==> src/rtl/dpwm_pkg.sv <==
package dpwm_pkg;

  typedef enum logic [1:0] {
    PH_DEAD_A = 2'd0,
    PH_ON_A   = 2'd1,
    PH_DEAD_B = 2'd2,
    PH_ON_B   = 2'd3
  } phase_e;

  typedef enum logic [1:0] {
    RAMP_ONE  = 2'd0,
    RAMP_TWO  = 2'd1,
    RAMP_FOUR = 2'd2,
    RAMP_DUAL = 2'd3
  } ramp_e;

  // Is phase ph one of the phases stretched by target code tgt?
  function automatic logic targeted(input logic [1:0] tgt, input int unsigned ph);
    case (tgt)
      2'd0:    return ph == 3;
      2'd1:    return (ph == 1) || (ph == 3);
      2'd2:    return ph == 2;
      default: return (ph == 0) || (ph == 2);
    endcase
  endfunction

  // Does stretching phase ph lengthen the whole cycle in ramp mode?
  function automatic logic extends_cycle(input logic [1:0] mode, input int unsigned ph);
    case (mode)
      2'd0:    return ph == 3;
      2'd1:    return (ph == 1) || (ph == 3);
      2'd2:    return 1'b1;
      default: return 1'b0;
    endcase
  endfunction

endpackage

==> src/rtl/dpwm_frac_accum.sv <==
module dpwm_frac_accum #(
  parameter int FRAC_W = 4
) (
  input  logic              clk,
  input  logic              rst_n,
  input  logic              step,
  input  logic [FRAC_W-1:0] frac,
  output logic              carry
);
  logic [FRAC_W-1:0] acc_q;
  logic [FRAC_W:0]   sum;

  assign sum   = {1'b0, acc_q} + {1'b0, frac};
  assign carry = sum[FRAC_W];

  always_ff @(posedge clk) begin
    if (!rst_n)    acc_q <= '0;
    else if (step) acc_q <= sum[FRAC_W-1:0];
  end


  acc_hold_chk: assert property (@(posedge clk) disable iff (!rst_n)
    !step |=> $stable(acc_q));


  carry_wrap_chk: assert property (@(posedge clk) disable iff (!rst_n)
    (step && carry) |=> (acc_q < $past(frac)));


  no_carry_chk: assert property (@(posedge clk) disable iff (!rst_n)
    (step && !carry) |=> (acc_q >= $past(frac)));
endmodule

==> src/rtl/dpwm_len_shaper.sv <==
module dpwm_len_shaper #(
  parameter int LEN_W = 8,
  parameter int NPH   = 4,
  localparam int EW   = LEN_W + 1,
  localparam int TW   = EW + 2
) (
  input  logic                      clk,
  input  logic                      rst_n,
  input  logic [NPH-1:0][LEN_W-1:0] len_in,
  input  logic                      carry,
  input  logic [1:0]                tgt,
  input  logic [1:0]                mode,
  output logic [NPH-1:0][EW-1:0]    len_eff
);
  import dpwm_pkg::*;

  logic                    dither_on;
  logic [NPH-1:0]          grow_v;
  logic [NPH-1:0][EW-1:0]  base_v;
  logic [TW-1:0]           total_base, total_eff;

  assign dither_on = carry && (ramp_e'(mode) != RAMP_DUAL);

  for (genvar p = 0; p < NPH; p++) begin : g_ph
    logic          shrink;
    logic [EW-1:0] grown;

    assign base_v[p] = (len_in[p] == '0) ? EW'(1) : EW'(len_in[p]);
    assign grow_v[p] = dither_on && targeted(tgt, p);
    assign grown     = base_v[p] + EW'(grow_v[p]);

    if (p == 0) begin : g_first
      assign shrink = 1'b0;
    end else begin : g_rest
      assign shrink = grow_v[p-1] && !extends_cycle(mode, p - 1);
    end

    assign len_eff[p] = (shrink && (grown > EW'(1))) ? grown - EW'(1) : grown;


    phase_floor_chk: assert property (@(posedge clk) disable iff (!rst_n)
      len_eff[p] != '0);
  end

  always_comb begin
    total_base = '0;
    total_eff  = '0;
    for (int i = 0; i < NPH; i++) begin
      total_base = total_base + TW'(base_v[i]);
      total_eff  = total_eff + TW'(len_eff[i]);
    end
  end


  dual_fixed_chk: assert property (@(posedge clk) disable iff (!rst_n)
    (ramp_e'(mode) == RAMP_DUAL) |-> (total_eff == total_base));


  growth_bound_chk: assert property (@(posedge clk) disable iff (!rst_n)
    (total_eff >= total_base) && (total_eff <= total_base + TW'(2)));
endmodule

==> src/rtl/dpwm_phase_seq.sv <==
module dpwm_phase_seq #(
  parameter int EW  = 9,
  parameter int NPH = 4
) (
  input  logic                   clk,
  input  logic                   rst_n,
  input  logic                   en,
  input  logic [NPH-1:0][EW-1:0] len_eff,
  output logic                   take,
  output logic                   active,
  output dpwm_pkg::phase_e       phase,
  output logic                   first_clk
);
  import dpwm_pkg::*;

  logic                   act_q;
  phase_e                 ph_q;
  logic [EW-1:0]          cnt_q;
  logic [NPH-1:0][EW-1:0] len_q;
  logic                   at_end, last;

  assign at_end = (cnt_q == len_q[ph_q] - EW'(1));
  assign last   = act_q && (ph_q == PH_ON_B) && at_end;
  assign take   = en && (!act_q || last);

  always_ff @(posedge clk) begin
    if (!rst_n) begin
      act_q <= 1'b0;
      ph_q  <= PH_DEAD_A;
      cnt_q <= '0;
      len_q <= '0;
    end else if (!en) begin
      act_q <= 1'b0;
      ph_q  <= PH_DEAD_A;
      cnt_q <= '0;
    end else if (take) begin
      act_q <= 1'b1;
      ph_q  <= PH_DEAD_A;
      cnt_q <= '0;
      len_q <= len_eff;
    end else if (at_end) begin
      ph_q  <= phase_e'(ph_q + 2'd1);
      cnt_q <= '0;
    end else begin
      cnt_q <= cnt_q + EW'(1);
    end
  end

  assign active    = act_q;
  assign phase     = ph_q;
  assign first_clk = (cnt_q == '0);


  idle_chk: assert property (@(posedge clk) disable iff (!rst_n)
    !en |=> !act_q);


  cnt_bound_chk: assert property (@(posedge clk) disable iff (!rst_n)
    act_q |-> (cnt_q < len_q[ph_q]));


  hold_len_chk: assert property (@(posedge clk) disable iff (!rst_n)
    (act_q && !take) |=> $stable(len_q));
endmodule

==> src/rtl/dither_pwm_gen.sv <==
module dither_pwm_gen #(
  parameter int LEN_W  = 8,
  parameter int FRAC_W = 4
) (
  input  logic              clk,
  input  logic              rst_n,
  input  logic              en,
  input  logic [LEN_W-1:0]  len_dead_a,
  input  logic [LEN_W-1:0]  len_on_a,
  input  logic [LEN_W-1:0]  len_dead_b,
  input  logic [LEN_W-1:0]  len_on_b,
  input  logic [FRAC_W-1:0] frac,
  input  logic [1:0]        tgt_sel,
  input  logic [1:0]        ramp_sel,
  output logic              pwm_a,
  output logic              pwm_b,
  output logic              cyc_start
);
  import dpwm_pkg::*;

  localparam int NPH = 4;
  localparam int EW  = LEN_W + 1;

  logic [NPH-1:0][LEN_W-1:0] len_pack;
  logic [NPH-1:0][EW-1:0]    len_eff;
  logic                      take, carry, active, first_clk;
  phase_e                    phase;

  assign len_pack = {len_on_b, len_dead_b, len_on_a, len_dead_a};

  dpwm_frac_accum #(.FRAC_W(FRAC_W)) u_acc (
    .clk   (clk),
    .rst_n (rst_n),
    .step  (take),
    .frac  (frac),
    .carry (carry)
  );

  dpwm_len_shaper #(.LEN_W(LEN_W), .NPH(NPH)) u_shape (
    .clk     (clk),
    .rst_n   (rst_n),
    .len_in  (len_pack),
    .carry   (carry),
    .tgt     (tgt_sel),
    .mode    (ramp_sel),
    .len_eff (len_eff)
  );

  dpwm_phase_seq #(.EW(EW), .NPH(NPH)) u_seq (
    .clk       (clk),
    .rst_n     (rst_n),
    .en        (en),
    .len_eff   (len_eff),
    .take      (take),
    .active    (active),
    .phase     (phase),
    .first_clk (first_clk)
  );

  assign pwm_a     = active && (phase == PH_ON_A);
  assign pwm_b     = active && (phase == PH_ON_B);
  assign cyc_start = active && (phase == PH_DEAD_A) && first_clk;


  gap_chk: assert property (@(posedge clk) disable iff (!rst_n)
    $fell(pwm_a) |-> !pwm_b);


  start_once_chk: assert property (@(posedge clk) disable iff (!rst_n)
    cyc_start |=> !cyc_start);
endmodule

==> config.mk <==
export PLATFORM = sky130hd
export DESIGN_NAME = dither_pwm_gen
export DESIGN_NICKNAME = d
export VERILOG_FILES = /design/src/rtl/dpwm_pkg.sv /design/src/rtl/dpwm_frac_accum.sv /design/src/rtl/dpwm_len_shaper.sv /design/src/rtl/dpwm_phase_seq.sv /design/src/rtl/dither_pwm_gen.sv
export SDC_FILE = /design/constraint.sdc
export NUM_CORES = 1
export LEC_CHECK = 0
export BUFFER_PORTS_ARGS = -buffer_cell sky130_fd_sc_hd__buf_4
export CORE_MARGIN = 1.5
export CORE_UTILIZATION = 55
export CTS_BUF_LIST = sky130_fd_sc_hd__clkbuf_2 sky130_fd_sc_hd__clkbuf_4 sky130_fd_sc_hd__clkbuf_8
export CTS_CLUSTER_SIZE = 12
export DETAILED_ROUTE_END_ITERATION = 8
export PLACE_DENSITY_LB_ADDON = 0.3
export RECOVER_POWER = 25
export SLEW_MARGIN = 5
export SYNTH_ARGS = -nofsm -noshare
export SYNTH_HDL_FRONTEND = slang
export SYNTH_HIERARCHICAL = 1
export SYNTH_SLANG_ARGS = --single-unit
export TNS_END_PERCENT = 20
==> constraint.sdc <==
create_clock -name clk -period 10.2 [get_ports clk]
set_clock_uncertainty 0.15 [all_clocks]
set_input_delay 2.04 -clock clk [delete_from_list [all_inputs] [get_ports clk]]
set_output_delay 2.04 -clock clk [all_outputs]
set_load 0.02 [all_outputs]
# Word-level counts from Yosys, hierarchy flattened
# Index checks and enable logic that the tools add are counted.
[classes]
n_addsub = 11
n_lt_le_gt_ge = 4
eq_ne = 8
n_mux = 15
bitwise = 2
n_reduce_logical = 35
[op_table]
columns = ["op", "n"]
rows = [
  ["adder 9 x 1 -> 9 bit", 4],
  ["2-to-1 mux 9 bit", 4],
  ["subtractor 9 x 1 -> 9 bit, second input constant", 4],
  ["logical NOT 8 bit", 4],
  ["2-to-1 mux 8 bit", 4],
  ["> comparator 9 x 1 -> 1 bit, second input constant", 3],
  ["binary-select mux 9 bit (select 2 bit)", 1],
  ["logical AND 1 bit", 17],
  ["adder 9 x 1 -> 9 bit, second input constant", 1],
  ["== test 9 bit", 1],
  ["logical NOT 9 bit", 1],
  ["== test 2 x 1 -> 1 bit, second input constant", 3],
  ["== test 2 bit, second input constant", 3],
  ["2-to-1 mux 1 bit", 6],
  ["OR reduction 3 bit", 2],
  ["adder 4 x 4 -> 5 bit", 1],
  ["logical NOT 2 bit", 2],
  ["AND reduction 2 bit", 2],
  ["OR reduction 2 bit", 2],
  ["OR reduction 4 bit", 1],
  ["logical NOT 1 bit", 3],
  ["less-than comparator 2 x 3 -> 1 bit, second input constant", 1],
  ["adder 2 x 1 -> 2 bit, second input constant", 1],
  ["!= test 2 bit, second input constant", 1],
  ["other kinds (2)", 3],
]
[totals]
register_bits = 52
in_bits = 43
output_inout_bits = 3
elab_cells = 83

# Logic depth before layout (Yosys ltp)
# Gate-level depths: netlist of run 1.
[logic_depth]
word_depth = 8
ltp_mapped = 19
mapped_depth_nobuf = 19

# Modules after synthesis
# Netlist of run 1, hierarchy kept.
[by_module_without_submodules]
columns = ["module", "n_inst", "cells_per_inst", "area_per_inst_um2", "seq_area_each_um2"]
rows = [
  ["dpwm_phase_seq", 1, 281, 2700.1, 960.9],
  ["dpwm_len_shaper", 1, 247, 1664.1, 0.0],
  ["dpwm_frac_accum", 1, 31, 294.0, 80.1],
  ["dither_pwm_gen", 1, 3, 30.0, 0.0],
]

# Worst setup path after synthesis of run 1
# No wires, ideal clock.
[synth_timing]
path_kind = "in2reg"
from = "input port frac[0]"
to = "register u_seq/len_q[13] (netlist name)"
setup_time_ns = 0.072
arrival_ns = 5.224
t_required_ns = 9.978
slack_ns = 4.754
stages = 19
n_path_buf = 0
cell_sequence = "ha_1 inv_1 fa_1 nor2b_1 o21ai_0 nand2b_1 and4bb_2 ha_1 ha_1 inv_1 ha_1 o21ba_2 and4b_1 nor2_1 o211ai_1 o32ai_1 xor2_1 nand2_1 mux2i_1"
[synth_lines]
columns = ["item", "line_no", "source"]
rows = [
  ["from (decl)", "dither_pwm_gen.sv:12", "input logic [FRAC_W-1:0] frac,"],
  ["to (signal assigned)", "dpwm_phase_seq.sv:40", "len_q <= len_eff;"],
  ["to (decl)", "dpwm_phase_seq.sv:19", "logic [NPH-1:0][EW-1:0] len_q;"],
]

==> impl_metrics.yaml, run 1 <==
placed_design:
  portBuffers: 45
  place_inst: 677
  place_congestion: 0.931
  place_area_um2: 4910
  dp.final_hpwl_mm: 7.64
yosys:
  synth_common_cells: "nand2_1 (101), dfxtp_1 (52), mux2i_1 (46)"
  synth_fp_nets: 630
  synth_xor_area_share_pct: 10.6
  yosysTopAreaCellShare_pct: 22.2
  netlist_top_cells_area: "dfxtp_1 (22%), mux2i_1 (9.8%), nand2_1 (8.1%)"
  postSynthCellCount: 562
  synth_mux_area_share_pct: 14.9
  syn_area_per_cell_um2: 8.34
  synthAdderAreaFrac_pct: 6.83
  synth_most_common_cell: "nand2_1"
  synth_seq_cells: 52
  synth_edf_count: 0
  synthArstFlopShare_pct: 0
  synth-compound-area-share_pct: 12.0
  synth_top_family_by_area: "simple AND/OR/NAND/NOR gates"
  ys_seq_area_share_pct: 22.2
  synth_top_cell_by_area: "dfxtp_1"
  yosysUniqueCellTypes: 77
  synthesis.area_um2: 4690
  yosys_warnings: 6
  synth_simple_gate_area_share_pct: 26.4
  synth_flop_cell: "dfxtp_1"
sta:
  setup_viol_count_final: 0
  whs_ps: 310
  max_freq_mhz: 173
  slew_violations: 80
  fin_crit_ps: 5770
  tightest_slew_ps: 3060
  hold_viol_final: 0
  slew_headroom_pct: -104
  period_share_pct: 56.5
  rsz0062_at_grt: "no"
  setup_tns_ps: 0
cells_and_area:
  fin_area_um2: 5010
  ff_latch_area_um2: 1040
  n_fill_cell: 736
  area_growth_pct: 6.86
  n_antenna_cell: 0
  drive_gt1_share_pct: 13.1
  fin_cells: 685
  nNetsFinal: 647
  multi_input_area_um2: 3320
die:
  rows: 33
  start_util_pct: 57.1
  die_y_um: 95.3
  die_w_um: 95.3
  core_area_um2: 8220
  num_io_pins: 46
  die_area_um2: 9090
routing:
  num_vias: 4022
  firstDrtPassIters: 5
  wl_per_cell_um: 14.5
  postRouteAntennaNets: 0
  drt_iter0_markers: 304
  vias_per_cell: 5.87
  wirelength_mm: 9.95
  drc: 0
setup_path:
  rrSetupSlack_ps: 5460
  endpoint: "u_seq/len_q[13]"
  crit_type: "in2reg"
  start_kind: "primary input"
  critPathArrivalTime_ps: 5850
  startpoint: "frac[0]"
  endpoint_kind: "flop"
  worst-path-max-fanout: 7
  rr_endpoint: "u_acc/acc_q[3]"
  required_ps: 10280
  r2r-start: "u_seq/phase[0]"
  rr_worst_depth: 12
clocking:
  cts_resized: 0
  cts_hold_buffers: 0
  h-tree-depth: 2
  cts.path.max_buffers: 2
  root_buffer: "clkbuf_8"
  clk_latency_ps: 310
  cts_tree: "built"
  cts_setup_buffers: 0
  clock_sinks: 52
  numCtsBuffers: 5
  clkTransAtPathRegs_ps: 90
global_routing:
  track_usage_pct: 23.1
  grt_max_degree: 80
  gr-total-overflow: 0
  grt_pass1_vias: 3771
  antenna_found_initial: 0
  grt_pass1_wl_mm: 16.7
flow_run:
  cap_violations: 1
power:
  ir_drop_uv: 66.1
  powerDensity_nw_per_um2: 97.8
  leakage_nw: 2.03
min_path:
  worst_hold_path_type: "reg2reg"
status:
  outcome: "complete, but fails checks"
  violations: "capacitance limit, slew limit"
## final cells by class
cell class              count  area share (%)
clock buffers               5            1.37
clock inverters             3           0.849
inverters                  18            1.35
multi-input cells         456            66.4
flip-flops and latches     52            20.8
well taps                 105            2.62
repair buffers             46            6.67
## metal layers
layer	GRT usage [%]	vias up	part of all wire, %
met5	0	-	0
met3	2.15	21	3.3
met2	41.1	95	50
met1	28.6	1875	45
li1	-	2031	-
met4	8.46	0	1.9
## metrics by stage
step           total power (W)  worst slack (ps)  util, %
2_1_floorplan         0.000318              4750        -
3_3_place_gp          0.000346              4380     59.8
3_5_place_dp          0.000351              4220     59.8
4_1_cts               0.000492              4560     61.1
5_1_grt               0.000515              4060     61.0
6_report              0.000490              4430     61.0
## power breakdown
group,internal [W],switching (W)
combinational,0.0000581,0.0000681
sequential,0.000214,0.00000767
clock,0.0000727,0.0000696
total,0.000344,0.000145
## how the worst min path moves through the flow
stage	from	to	slack, ps	cells past startpoint
floorplan	u_seq/len_q[13]	u_seq/len_q[13]	280	2
global placement	u_seq/len_q[18]	u_seq/len_q[18]	290	2
detailed placement	u_seq/len_q[18]	u_seq/len_q[18]	300	2
CTS	u_seq/len_q[18]	u_seq/len_q[18]	310	2
global route	u_seq/len_q[18]	u_seq/len_q[18]	330	2
finish	u_seq/len_q[18]	u_seq/len_q[18]	310	2
## layout by cell type, fill, tap and decap left out, drive strengths merged, types with 4 or more instances in the layout
cell,n
mux4,9
nand3,24
a21o,8
inv,18
ha,24
o22ai,4
nor4,9
nand4,11
mux2i,46
and2,7
and3,10
clkbuf,8
nand2,101
xor2,21
or3,5
nor2,34
and3b,4
a21oi,15
and4,4
nor3,8
buf,43
nor2b,7
o21ai,9
a21boi,6
dfxtp,52
o32ai,4
o31ai,4
xnor2,32
## state kept, by name, summed over array words and instances (netlist names)
| register | flops |
|---|---|
| u_seq/len_q | 36 |
| u_seq/phase | 2 |
| u_acc/acc_q | 4 |
| u_seq/cnt_q | 9 |
| u_seq/active | 1 |
## critical path, stage by stage
cell and delay (ps):
buf_4 80, ha_1 170, inv_1 60, fa_1 390, nor2b_1 130, o21ai_0 80, nand2b_1 110, and4bb_2 300
ha_1 280, ha_1 280, inv_1 90, ha_1 190, o21ba_2 230, and4b_1 190, nor2_1 200, o211ai_1 210
o32ai_1 330, xor2_1 170, nand2_1 60, mux2i_1 240
## cells by family (layout without fill, tap and decap cells)
group | count (synthesis) | after routing
compound gates | 78 | 78
xor+xnor | 54 | 54
fa+ha+maj | 25 | 25
buf+inv | 54 | 72
flops | 52 | 52
mux | 57 | 57
simple gates | 242 | 242
No activity file was read; power rests on OpenSTA's default activity.
==> run 2, diff against run 1 <==
ABC_AREA = 1   (was not set)
clock period = 5.9 ns   (was 10.2 ns; I/O delays follow)
==> impl_metrics.yaml, run 2 <==
cells_and_area:
  area_growth_pct: 6.73
  fin_cells: 1009
  layout_common_cells: "nand2_1 (277), inv_1 (117), nand3_1 (114), nor2_1 (89), dfxtp_1 (52)"
  largest_register_ffs: 36
  drive_gt1_share_pct: 11.9
  top_register: "u_seq/len_q"
  n_antenna_cell: 0
  n_fill_cell: 934
  reg.largest.list: "u_seq/len_q (36), u_seq/cnt_q (9), u_acc/acc_q (4)"
  layout_commonest_cell: "nand2_1"
  nNetsFinal: 965
clocking:
  clk_latency_ps: 310
  clkTransAtPathRegs_ps: 100
  cts_tree: "built"
  cts_setup_buffers: 0
  cts_hold_buffers: 0
  root_buffer: "clkbuf_8"
  numCtsBuffers: 5
  cts_resized: 0
  cts.path.max_buffers: 2
  clock_sinks: 52
  h-tree-depth: 2
setup_path:
  critPathArrivalTime_ps: 4750
  start_kind: "flop"
  crit_type: "reg2reg"
  endpoint_kind: "flop"
  crit_path_max_incr_delay_ps: 900
  required_ps: 5960
  crit_chain: "inv_1 -> nand2_1 -> nand3_1 -> nand2_1 -> ha_1 -> xor2_1 -> o21ai_0 -> nor2_1 -> nand2_1 -> nor2_1 -> nand2_1 -> nor2_4 -> nand3_4 -> nand2_2 -> nand2_2 -> inv_1 -> inv_1 -> o21ai_1 -> inv_1"
  cpLargestDelayFamily: "simple AND/OR/NAND/NOR gates"
  startpoint: "u_seq/phase[0]"
  path_buf_inv: 4
  worst-path-max-fanout: 73
  crit_slowest_cell: "nand2_2"
  r2r-start: "u_seq/phase[0]"
die:
  core_area_um2: 9150
  die_w_um: 99.6
  rows: 35
  num_io_pins: 46
  die_area_um2: 9910
  start_util_pct: 56.0
  die_y_um: 99.6
routing:
  wirelength_mm: 10.8
  wl_per_cell_um: 10.7
  firstDrtPassIters: 6
  postRouteAntennaNets: 0
  vias_per_cell: 4.98
  drt_iter0_markers: 192
  drc: 0
  num_vias: 5029
sta:
  slew_headroom_pct: -93.7
  max_freq_mhz: 213
  tightest_slew_ps: 2910
  setup_tns_ps: 0
  rsz0062_at_grt: "no"
  hold_viol_final: 0
  slew_violations: 75
  setup_viol_count_final: 0
  fin_crit_ps: 4690
  period_share_pct: 79.5
power:
  ir_drop_uv: 102
  powerDensity_nw_per_um2: 159
  leakage_nw: 2.86
min_path:
  holdCritStartpoint: "u_seq/len_q[21]"
  worst_hold_path_type: "reg2reg"
global_routing:
  gr-total-overflow: 0
  antenna_found_initial: 0
  grt_max_degree: 75
  track_usage_pct: 23.1
  grt_pass1_vias: 4740
  grt_pass1_wl_mm: 19.4
yosys:
  synthArstFlopShare_pct: 0
  synth_fp_nets: 941
  yosysTopAreaCellShare_pct: 20.3
  synth_flop_cell: "dfxtp_1"
  synth_top_cell_by_area: "dfxtp_1"
  syn_area_per_cell_um2: 5.87
  synthesis.area_um2: 5130
  postSynthCellCount: 873
  synth_common_cells: "nand2_1 (277), inv_1 (116), nand3_1 (113)"
  yosysUniqueCellTypes: 41
  yosys_warnings: 6
  ys_seq_area_share_pct: 20.3
  synth_edf_count: 0
  synth_seq_cells: 52
  netlist_top_cells_area: "dfxtp_1 (20%), nand2_1 (20%), nand3_1 (11%)"
  synth_most_common_cell: "nand2_1"
placed_design:
  place_congestion: 0.887
  place_inst: 1001
  dp.final_hpwl_mm: 8.31
  portBuffers: 45
flow_run:
  cap_violations: 1
status:
  violations: "capacitance limit, slew limit"
  outcome: "complete, but fails checks"
## run 2: cell types whose count changed in the layout (fill, tap and decap cells not counted), moves of 8 or more
cell	change
nor2_2	+12
inv_2	+8
nor2_4	+8
and3_1	-8
a21oi_1	+24
xnor2_1	-27
nor2_1	+57
nand2_1	+176
nand2_2	+18
mux2i_1	-46
inv_1	+99
nand3_1	+90
## run 2: per-stage QoR
step | area, um2 | utilization (%) | total power [W] | worst slack (ps) | hold WS, ps
finish | 5470 | 59.8 | 0.000873 | 1210 | 341
global route | 5470 | 59.8 | 0.000938 | 665 | 357
CTS | 5520 | 60.3 | 0.000878 | 1400 | 343
detailed placement | 5420 | 59.2 | 0.000664 | 1070 | 318
global placement | 5420 | 59.2 | 0.000662 | 1120 | 313
floorplan | 5130 | - | 0.000600 | 1710 | 291
## run 2: layer usage
| layer | share of wire, % | up-vias | wire [um] | track usage (%) |
|---|---|---|---|---|
| met2 | 48 | 64 | 5170 | 42.8 |
| met4 | 1.4 | 0 | 155 | 6.28 |
| met1 | 48 | 2168 | 5190 | 28.3 |
| li1 | - | 2782 | - | - |
| met3 | 2.3 | 15 | 249 | 2.67 |
| met5 | 0 | - | 0 | 0 |
## run 2: worst min-delay path: stages, from the launching register on
cell and delay, ps:
dfxtp_1 340, a21oi_1 40, nor2_1 80
## run 2: logic make-up (layout without fill, tap and decap cells)
| logic type | count (synthesis) | count (layout) | synth area share [%] |
|---|---|---|---|
| XOR/XNOR | 28 | 28 | 4.93 |
| AND/OR/NAND/NOR | 552 | 552 | 48.5 |
| adder cells (fa/ha/maj) | 25 | 25 | 6.25 |
| flip-flops | 52 | 52 | 20.3 |
| AO/OA/AOI/OAI | 61 | 61 | 6.98 |
| buffers and inverters | 155 | 180 | 13.0 |
## run 2: power by group
| group | total [W] | internal [W] | switching, W |
|---|---|---|---|
| Sequential | 0.000388 | 0.000373 | 0.0000142 |
| Combinational | 0.000268 | 0.000104 | 0.000164 |
| Clock | 0.000217 | 0.0000952 | 0.000122 |
| Total | 0.000873 | 0.000572 | 0.000300 |
## run 2: path summary, 6_finish.rpt
path	endpoint	slack, ps	cells after the start
max reg2reg	u_acc/acc_q[2]	1210	19
min reg2reg	u_seq/len_q[21]	340	2
min	u_seq/len_q[21]	340	2
max	u_acc/acc_q[2]	1210	19
## run 2: cell type report
type	count	area (um2)	area share, %
Clock inverter	2	15.0	0.274
Clock buffer	6	82.6	1.51
Sequential cell	52	1040	19.0
Timing Repair Buffer	45	323	5.90
Tap cell	111	139	2.54
Multi-Input combinational cell	666	3390	62.0
Inverter	127	479	8.75
